$ cat config.mk
export PLATFORM = sky130hd
export DESIGN_NAME = radix_walker
export DESIGN_NICKNAME = d
export VERILOG_FILES = /design/src/rtl/rwalk_pkg.sv /design/src/rtl/rwalk_index.sv /design/src/rtl/rwalk_perm.sv /design/src/rtl/radix_walker.sv
export SDC_FILE = /design/constraint.sdc
export NUM_CORES = 1
export LEC_CHECK = 0
export CORE_ASPECT_RATIO = 0.8
export CORE_MARGIN = 2
export CORE_UTILIZATION = 48
export DETAILED_ROUTE_END_ITERATION = 8
export GPL_ROUTABILITY_DRIVEN = 1
export HOLD_SLACK_MARGIN = 0.02
export PLACE_DENSITY = 0.93
export SLEW_MARGIN = 5
export SYNTH_ARGS = -nofsm -noshare
export SYNTH_HDL_FRONTEND = slang
export SYNTH_SLANG_ARGS = --single-unit
$ cat constraint.sdc
create_clock -name clk -period 3.51 [get_ports clk]
set_input_delay 0.5265 -clock clk [delete_from_list [all_inputs] [get_ports clk]]
set_output_delay 0.5265 -clock clk [all_outputs]
set_load 0.01 [all_outputs]
$ cat src/rtl/rwalk_pkg.sv
// Shared constants and types of the page table walker.
// Assumes 48-bit virtual and 52-bit physical addresses with 4 KiB base pages.
package rwalk_pkg;
    localparam int VA_W     = 48;
    localparam int PA_W     = 52;
    localparam int OFS_W    = 12;
    localparam int IDX_W    = 9;
    localparam int LEVELS   = 4;
    localparam int PTE_W    = 64;
    localparam int LVL_W    = $clog2(LEVELS);
    localparam int FRAME_W  = PA_W - OFS_W;
    localparam int VPN_W    = VA_W - OFS_W;
    localparam int ENT_SH   = $clog2(PTE_W / 8);

    localparam int B_PRESENT = 0;
    localparam int B_WRITE   = 1;
    localparam int B_USER    = 2;
    localparam int B_LARGE   = 7;
    localparam int B_NOEXEC  = 63;

    typedef enum logic [1:0] {
        WS_IDLE,
        WS_REQ,
        WS_WAIT
    } walk_state_e;

    typedef struct packed {
        logic wr;
        logic usr;
        logic nx;
    } perm_t;
endpackage

$ cat src/rtl/rwalk_index.sv
// Forms the physical byte address of the entry read at one level.
// Assumes one nine-bit index per level taken from the VPN, top level first,
// and that a table occupies exactly one base page.
module rwalk_index
    import rwalk_pkg::*;
(
    input  logic [VPN_W-1:0]   vpn,
    input  logic [LVL_W-1:0]   level,
    input  logic [FRAME_W-1:0] table_frame,
    output logic [PA_W-1:0]    entry_addr
);
    logic [IDX_W-1:0] slice [LEVELS];

    // one index slice per level, most significant slice for level 0
    for (genvar g = 0; g < LEVELS; g++) begin : g_slice
        assign slice[g] = vpn[IDX_W*(LEVELS-1-g) +: IDX_W];
    end

    // table base plus index scaled by the entry size
    assign entry_addr = {table_frame, slice[level], {ENT_SH{1'b0}}};
endmodule

$ cat src/rtl/rwalk_perm.sv
// Gathers permission bits along one walk.
// Assumes start clears the accumulator and take folds in one present entry.
module rwalk_perm
    import rwalk_pkg::*;
(
    input  logic  clk,
    input  logic  rst_n,
    input  logic  start,
    input  logic  take,
    input  logic  wr_bit,
    input  logic  usr_bit,
    input  logic  nx_bit,
    output perm_t merged
);
    perm_t acc;

    // permissions of the levels already passed combined with the current entry
    always_comb begin
        merged.wr  = acc.wr  & wr_bit;
        merged.usr = acc.usr & usr_bit;
        merged.nx  = acc.nx  | nx_bit;
    end

    // accumulator: reopened per walk, narrowed per fetched level
    always_ff @(posedge clk) begin
        if (!rst_n || start) acc <= '{wr: 1'b1, usr: 1'b1, nx: 1'b0};
        else if (take)       acc <= merged;
    end


    wr_sticky_chk: assert property (@(posedge clk) disable iff (!rst_n)
        (!start && !acc.wr) |=> !acc.wr);

    nx_sticky_chk: assert property (@(posedge clk) disable iff (!rst_n)
        (!start && acc.nx) |=> acc.nx);
endmodule

$ cat src/rtl/radix_walker.sv
// Four-level page table walker with early exit on 1 GiB and 2 MiB leaves.
// Assumes a single-outstanding memory read port and one walk at a time.
// Results appear as one-cycle pulses on the fill or fault outputs.
module radix_walker
    import rwalk_pkg::*;
(
    input  logic               clk,
    input  logic               rst_n,
    input  logic [FRAME_W-1:0] root_frame,
    input  logic               miss_valid,
    input  logic [VA_W-1:0]    miss_va,
    input  logic               miss_write,
    input  logic               miss_user,
    input  logic               miss_exec,
    output logic               busy,
    output logic               mem_req_valid,
    input  logic               mem_req_ready,
    output logic [PA_W-1:0]    mem_req_addr,
    input  logic               mem_rsp_valid,
    input  logic [PTE_W-1:0]   mem_rsp_data,
    output logic               fill_valid,
    output logic [VPN_W-1:0]   fill_vpn,
    output logic [FRAME_W-1:0] fill_pfn,
    output logic [1:0]         fill_size,
    output logic               fill_writable,
    output logic               fill_user,
    output logic               fill_noexec,
    output logic               fault_valid,
    output logic [VA_W-1:0]    fault_va,
    output logic               fault_perm
);
    walk_state_e        state;
    logic [LVL_W-1:0]   lvl;
    logic [VA_W-1:0]    va_q;
    logic [FRAME_W-1:0] frame_q;
    logic               acc_w_q, acc_u_q, acc_x_q;
    logic               start, take, present, leaf, denied;
    logic [1:0]         size;
    logic [FRAME_W-1:0] low_mask;
    perm_t              merged;
    logic               rsvd_unused;

    // bits of the entry this walker does not interpret
    assign rsvd_unused = ^{mem_rsp_data[PTE_W-2:PA_W], mem_rsp_data[B_LARGE-1:B_USER+1],
                           mem_rsp_data[OFS_W-1:B_LARGE+1]};

    // handshake and decode of the entry being returned
    assign start   = (state == WS_IDLE) && miss_valid;
    assign take    = (state == WS_WAIT) && mem_rsp_valid;
    assign present = mem_rsp_data[B_PRESENT];
    assign leaf    = (lvl == LVL_W'(LEVELS-1)) ||
                     (mem_rsp_data[B_LARGE] && (lvl == LVL_W'(1) || lvl == LVL_W'(2)));
    assign size     = 2'(LEVELS-1) - 2'(lvl);
    assign low_mask = (FRAME_W'(1) << (IDX_W * int'(size))) - FRAME_W'(1);
    assign denied   = (acc_w_q & ~merged.wr) | (acc_u_q & ~merged.usr) | (acc_x_q & merged.nx);

    assign busy          = (state != WS_IDLE);
    assign mem_req_valid = (state == WS_REQ);

    rwalk_index u_index (
        .vpn         (va_q[VA_W-1:OFS_W]),
        .level       (lvl),
        .table_frame (frame_q),
        .entry_addr  (mem_req_addr)
    );

    rwalk_perm u_perm (
        .clk     (clk),
        .rst_n   (rst_n),
        .start   (start),
        .take    (take),
        .wr_bit  (mem_rsp_data[B_WRITE]),
        .usr_bit (mem_rsp_data[B_USER]),
        .nx_bit  (mem_rsp_data[B_NOEXEC]),
        .merged  (merged)
    );

    // walk sequencer and registered result pulses
    always_ff @(posedge clk) begin
        if (!rst_n) begin
            state         <= WS_IDLE;
            lvl           <= '0;
            va_q          <= '0;
            frame_q       <= '0;
            acc_w_q       <= 1'b0;
            acc_u_q       <= 1'b0;
            acc_x_q       <= 1'b0;
            fill_valid    <= 1'b0;
            fill_vpn      <= '0;
            fill_pfn      <= '0;
            fill_size     <= '0;
            fill_writable <= 1'b0;
            fill_user     <= 1'b0;
            fill_noexec   <= 1'b0;
            fault_valid   <= 1'b0;
            fault_va      <= '0;
            fault_perm    <= 1'b0;
        end else begin
            fill_valid  <= 1'b0;
            fault_valid <= 1'b0;
            unique case (state)
                WS_IDLE: if (miss_valid) begin
                    va_q    <= miss_va;
                    acc_w_q <= miss_write;
                    acc_u_q <= miss_user;
                    acc_x_q <= miss_exec;
                    frame_q <= root_frame;
                    lvl     <= '0;
                    state   <= WS_REQ;
                end
                WS_REQ: if (mem_req_ready) state <= WS_WAIT;
                WS_WAIT: if (mem_rsp_valid) begin
                    if (!present) begin
                        fault_valid <= 1'b1;
                        fault_va    <= va_q;
                        fault_perm  <= 1'b0;
                        state       <= WS_IDLE;
                    end else if (leaf) begin
                        state <= WS_IDLE;
                        if (denied) begin
                            fault_valid <= 1'b1;
                            fault_va    <= va_q;
                            fault_perm  <= 1'b1;
                        end else begin
                            fill_valid    <= 1'b1;
                            fill_vpn      <= va_q[VA_W-1:OFS_W] & ~low_mask[VPN_W-1:0];
                            fill_pfn      <= mem_rsp_data[PA_W-1:OFS_W] & ~low_mask;
                            fill_size     <= size;
                            fill_writable <= merged.wr;
                            fill_user     <= merged.usr;
                            fill_noexec   <= merged.nx;
                        end
                    end else begin
                        frame_q <= mem_rsp_data[PA_W-1:OFS_W];
                        lvl     <= lvl + 1'b1;
                        state   <= WS_REQ;
                    end
                end
                default: state <= WS_IDLE;
            endcase
        end
    end


    req_hold_chk: assert property (@(posedge clk) disable iff (!rst_n)
        (mem_req_valid && !mem_req_ready) |=> (mem_req_valid && $stable(mem_req_addr)));

    one_report_chk: assert property (@(posedge clk) disable iff (!rst_n)
        !(fill_valid && fault_valid));

    report_idle_chk: assert property (@(posedge clk) disable iff (!rst_n)
        (fill_valid || fault_valid) |-> !busy);

    accept_busy_chk: assert property (@(posedge clk) disable iff (!rst_n)
        (!busy && miss_valid) |=> busy);

    pulse_len_chk: assert property (@(posedge clk) disable iff (!rst_n)
        (fill_valid || fault_valid) |=> !(fill_valid || fault_valid));

    size_range_chk: assert property (@(posedge clk) disable iff (!rst_n)
        fill_valid |-> (fill_size != 2'd3));
endmodule

* Word-level counts from Yosys, hierarchy flattened
Cells that the tools add are included.
** Word-level totals
- Output and inout port bits :: 186
- Register bits after elaboration :: 230
- Input bits :: 160
** Operators by class
- Eq/ne operators :: 12
- Reductions and logical operators :: 17
- Bitwise operators :: 16
- Multiply operators :: 1
- $lt $le $gt $ge :: 1
- Mux-type cells :: 29
- Shifts and indexed selects :: 1
- Add/sub/neg operators :: 3
** Operators with widths (number)
- $mux 40 :: 4
- $mux 48 :: 3
- $pmux 40 s2 :: 1
- $and 40x40->40 :: 1
- $not 40->40 :: 1
- $shl 1x6->40 const A :: 1
- $sub 40x2->40 const B :: 1
- $and 36x36->36 :: 1
- $not 36->36 :: 1
- $bmux 9 s2 :: 1
- $mux 9 :: 2
- $reduce_and 5->1 :: 3
- $mux 2 :: 7
- $mux 1 :: 9
- $ne 2x2->1 const B :: 4
- $eq 2x2->1 const B :: 3
- $mul 4x2->6 const A :: 1
- $ne 2x1->1 const B :: 3
- $pmux 2 s3 :: 1
- $reduce_and 3->1 :: 2
- $and 1x1->1 :: 5
- $eq 2x1->1 const B :: 2
- $pmux 2 s2 :: 1
- $reduce_and 4->1 :: 1
- 12 further kinds :: 21

* Logic depth before layout (Yosys ltp)
- Word-level depth :: 8
- Mapped depth :: 9

* Hierarchy
Synthesis repeated with hierarchy kept, for this count alone.
** Second synthesis, totals
- Cell total of the unflattened synthesis :: 1045
- Area total of the unflattened synthesis :: 9561.7 µm²
** Modules (own cells, without submodules)
- radix_walker :: instances 1, cells an instance 975, area each 8882.3 µm²
- rwalk_index :: instances 1, cells an instance 55, area each 545.5 µm²
- rwalk_perm :: instances 1, cells an instance 15, area each 133.9 µm²

* Worst setup path after synthesis
OpenSTA, ideal clock, no wires.
- Path type :: reg-to-reg
- Start :: register lvl[1]
- End :: register fault_perm
- Setup slack :: 1.165 ns
- Data required time :: 3.391 ns
- Path buffers :: 3
- Period minus slack after synthesis :: 2.345 ns
- Stages on the path, launching flop included :: 10
- Arrival :: 2.226 ns
- Cell sequence :: dfxtp_1 -> clkbuf_1 -> inv_1 -> ha_1 -> a21oi_1 -> nand2_1 -> nor3b_1 -> buf_6 -> buf_6 -> o221a_1
** Between the ends
- Word-level cells in the longest chain between the ends :: 6
** Ends and longest elaborated chain
- start: declaration :: line radix_walker.sv:33 : logic [LVL_W-1:0] lvl;
- start signal: assignment :: line radix_walker.sv:135 : lvl <= lvl + 1'b1;
- $eq 2x1->1 / $eq 2x2->1 (equally long branches) :: line radix_walker.sv:52 : (mem_rsp_data[B_LARGE] && (lvl == LVL_W'(1) || lvl == LVL_W'(2)));
- $logic_or 1x1->1 :: line radix_walker.sv:52
- $logic_and 1x1->1 :: line radix_walker.sv:52
- $logic_or 1x1->1 (*) :: line radix_walker.sv:51 : assign leaf = (lvl == LVL_W'(LEVELS-1)) ||
- $ne 2x1->1 (no line) (*)
- $reduce_and 4->1 (no line) (*)
- end signal: assignment :: line radix_walker.sv:97 : fault_perm <= 1'b0;
- end signal: assignment :: line radix_walker.sv:116 : fault_perm <= 1'b0;
- end signal: assignment :: line radix_walker.sv:123 : fault_perm <= 1'b1;
- end: declaration :: line radix_walker.sv:30 : output logic fault_perm
Every way passes the cells marked *; elsewhere a longest branch is shown, timed or not.
A chain may end at the register's enable or synchronous reset.

* Worst setup path after layout
- Start :: register lvl[0]
- End :: output port mem_req_addr[9]
** Between the ends
- Word-level cells in the longest chain between the ends :: 4
** Ends and longest elaborated chain
- $not 2->3 (not written as such) :: line rwalk_index.sv:20 : assign entry_addr = {table_frame, slice[level], {ENT_SH{1'b0}}};
- $bmux 9 s2 :: line rwalk_index.sv:20
- $mux 9 (not written as such) (2 in a row) :: line rwalk_index.sv:20
- end: declaration :: line radix_walker.sv:18 : output logic [PA_W-1:0] mem_req_addr,
No other way between the ends. The select of a mux whose other input is x is not followed.

==> results.toml <==
[outcome]
status = "completed"

[sta]
slew_headroom = 0.2396
fin_skew_ps = 9.774
finalSetupViolCount = 0
finalHoldViolations = 0
finalCritPeriodShare = 0.7481
tightest_slew_ps = 1141
finalSetupTns_ps = 0
period_needed_ps = 2626
rsz0062_at_grt = "no"
fmax_mhz = 380.9
drv_slew = 0
fin_worst_hold_slack_ps = 305.1

[global_route]
grtUsageTotal = 0.2949
overflow = 0
antenna_found_initial = 1
grt_max_degree = 110
grt_pass1_vias = 8990
grt_pass1_wl_um = 48510

[hold_path]
hp-class = "input pin to register"
hold_path_depth = 3

[critical_path]
worst_path_dominant_cell_family = "buffers and inverters"
setup.worst_path.class = "register to primary output"
cp_slowest_cell = "mux4_2"
path_depth = 3
required_ps = 2980
crit_chain = "buf_4 > mux4_2 > clkdlybuf4s50_1"
worst-path-buf-inv = 2
critPathCaptureType = "primary output"
arrival_ps = 2100
slowest_delay_ps = 550
reg2regPathDepth = 8
path_max_fanout = 13
start_kind = "register"

[die]
die-area_sq_mm = 0.02040
initial_utilization = 0.4890
core_area_sq_mm = 0.01892
rows = 45
fp.dieW_um = 159.2
io_pins = 346
fp.dieH_um = 128.2

[power_and_ir_drop]
p_clk_frac = 0.415
p_per_area_mw_per_mm2 = 442.7
swShare = 0.2393
ir_worst_vdd_uv = 297.3
p_total_mw = 5.893
intPower_mw = 4.483
seqPwrFrac = 0.471
p_comb_frac = 0.114
power_leakage_nw = 4.669
switching_power_mw = 1.410

[finish]
final_cell_mix = "nand2_1, clkdlybuf4s50_1, dfxtp_1"
multi_input_area_sq_mm = 0.004170
instances_no_fill = 1639
drive_gt1_frac = 0.05797
nets = 1532
final_common_cell = "nand2_1"
regArea_sq_mm = 0.004604
utilization = 0.7036
n_fill_cell = 1379
area_delta_synth_final_pct = 43.91

[clock_network]
htree_levels = 1
path_clk_slew_ps = 60
cts_hold_buf = 0
post_cts_buffers = 0
cts_resized = 0
clk_latency_ps = 500
clock-root-buffer = "clkbuf_16"
cts_made_buffers = 23
cts.sinks = 230
cts_max_path_buffers = 3
cts_tree = "done"

[logic_synthesis]
synth.distinct_cells = 41
synth.ff_latch_count = 230
ys_async_sr_fraction = 0
synth.avg_cell_area_sq_um = 8.463
ys.flop_type = "dfxtp_1"
synth-edff-count = 0
synth_area_sq_mm = 0.009250
yosys_warnings = 0
synth_cells = 1093
ys_seq_area_frac = 0.4978

[placement]
place_hpwl_um = 21140
place_inst = 1599
io_buffers = 323
place_congestion = 0.8660

[route]
post_drt_wl_per_cell_um = 19.06
dr.pass1.iters = 5
num_vias = 9198
drc = 0
totalWireLength_um = 31230
drt-initial-drc-count = 947
drt-vias-per-instance = 5.612
ant_nets = 0

[job]
drv_cap = 0
[path summary, 6_finish.rpt]
path         slack, ps                         to                       from
max                880            mem_req_addr[9]        lvl[0]$_SDFFE_PN0P_
min                310  fill_pfn[39]$_SDFFE_PN0P_                      rst_n
max reg2reg        930   frame_q[19]$_SDFFE_PN0P_        lvl[1]$_SDFFE_PN0P_
min reg2reg        450  fill_vpn[13]$_SDFFE_PN0P_  fill_vpn[13]$_SDFFE_PN0P_
[Yosys cell counts, drive strengths merged (4+ instances only)]
| master | instances | area [sq um] |
|---|---|---|
| a21oi | 50 | 250.2 |
| nand4 | 61 | 381.6 |
| mux2i | 68 | 680.7 |
| nand3 | 8 | 40.04 |
| dfxtp | 230 | 4604 |
| a311oi | 40 | 350.3 |
| buf | 39 | 256.5 |
| nand2 | 374 | 1404 |
| inv | 8 | 30.03 |
| clkbuf | 61 | 229.0 |
| mux4 | 9 | 202.7 |
| ha | 6 | 75.07 |
| a21boi | 4 | 30.03 |
| nor2 | 48 | 182.7 |
| o21ai | 63 | 315.3 |
[cell type report]
type                            instances  share of cell area
Timing Repair Buffer                  346              0.2578
Multi-Input combinational cell        757              0.3133
Antenna cell                            1           0.0001880
Clock buffer                           32             0.04953
Tap cell                              258             0.02425
Clock inverter                          7            0.006674
Inverter                                8            0.002350
Sequential cell                       230              0.3459
[power groups by stage]
stage	Clock [mW]	Sequential (mW)	Combinational (mW)
floorplan	0	2.82	0.295
CTS	2.47	2.77	0.669
global route	2.58	2.78	0.721
detailed placement	0	2.83	0.664
global placement	0	2.82	0.647
finish	2.45	2.77	0.672
[per-stage QoR]
step	setup slack [ps]	area, sq um
3_5_place_dp	728.1	12560
6_report	884.3	13310
2_1_floorplan	1165	9258
3_3_place_gp	783.9	12560
4_1_cts	870.5	13310
5_1_grt	733.5	13310
[state kept, by name, summed over array words and instances, names as in the netlist]
signal         cells
acc_u_q            1
acc_w_q            1
acc_x_q            1
fault_perm         1
fault_va          48
fault_valid        1
fill_noexec        1
fill_pfn          40
fill_size          2
fill_user          1
fill_valid         1
fill_vpn          36
fill_writable      1
frame_q           40
lvl                2
state              2
u_perm.acc         3
va_q              48
[metal layers]
metal | vias up | routed length (um) | global-route usage | part of all wire
met4 | 0 | 1343 | 0.1273 | 0.043
met2 | 509 | 14520 | 0.4811 | 0.46
met3 | 96 | 2609 | 0.05532 | 0.084
met1 | 4335 | 12760 | 0.3867 | 0.41
met5 | - | 0 | 0 | 0
li1 | 4258 | - | - | -
[worst min-delay path: stages]
cell	delay [ps]
buf_6	100
nand4_1	60
o21ai_1	60
[kinds of logic after synthesis]
| family | Yosys count | synth area share |
|---|---|---|
| other cells | 1 | 0.0004054 |
| mux | 77 | 0.09549 |
| flops | 230 | 0.4978 |
| buf+inv | 108 | 0.05573 |
| compound gates | 168 | 0.1146 |
| xor+xnor | 1 | 0.0009470 |
| fa+ha+maj | 6 | 0.008116 |
| simple gates | 502 | 0.2270 |
(Power assumes the default switching activity.)
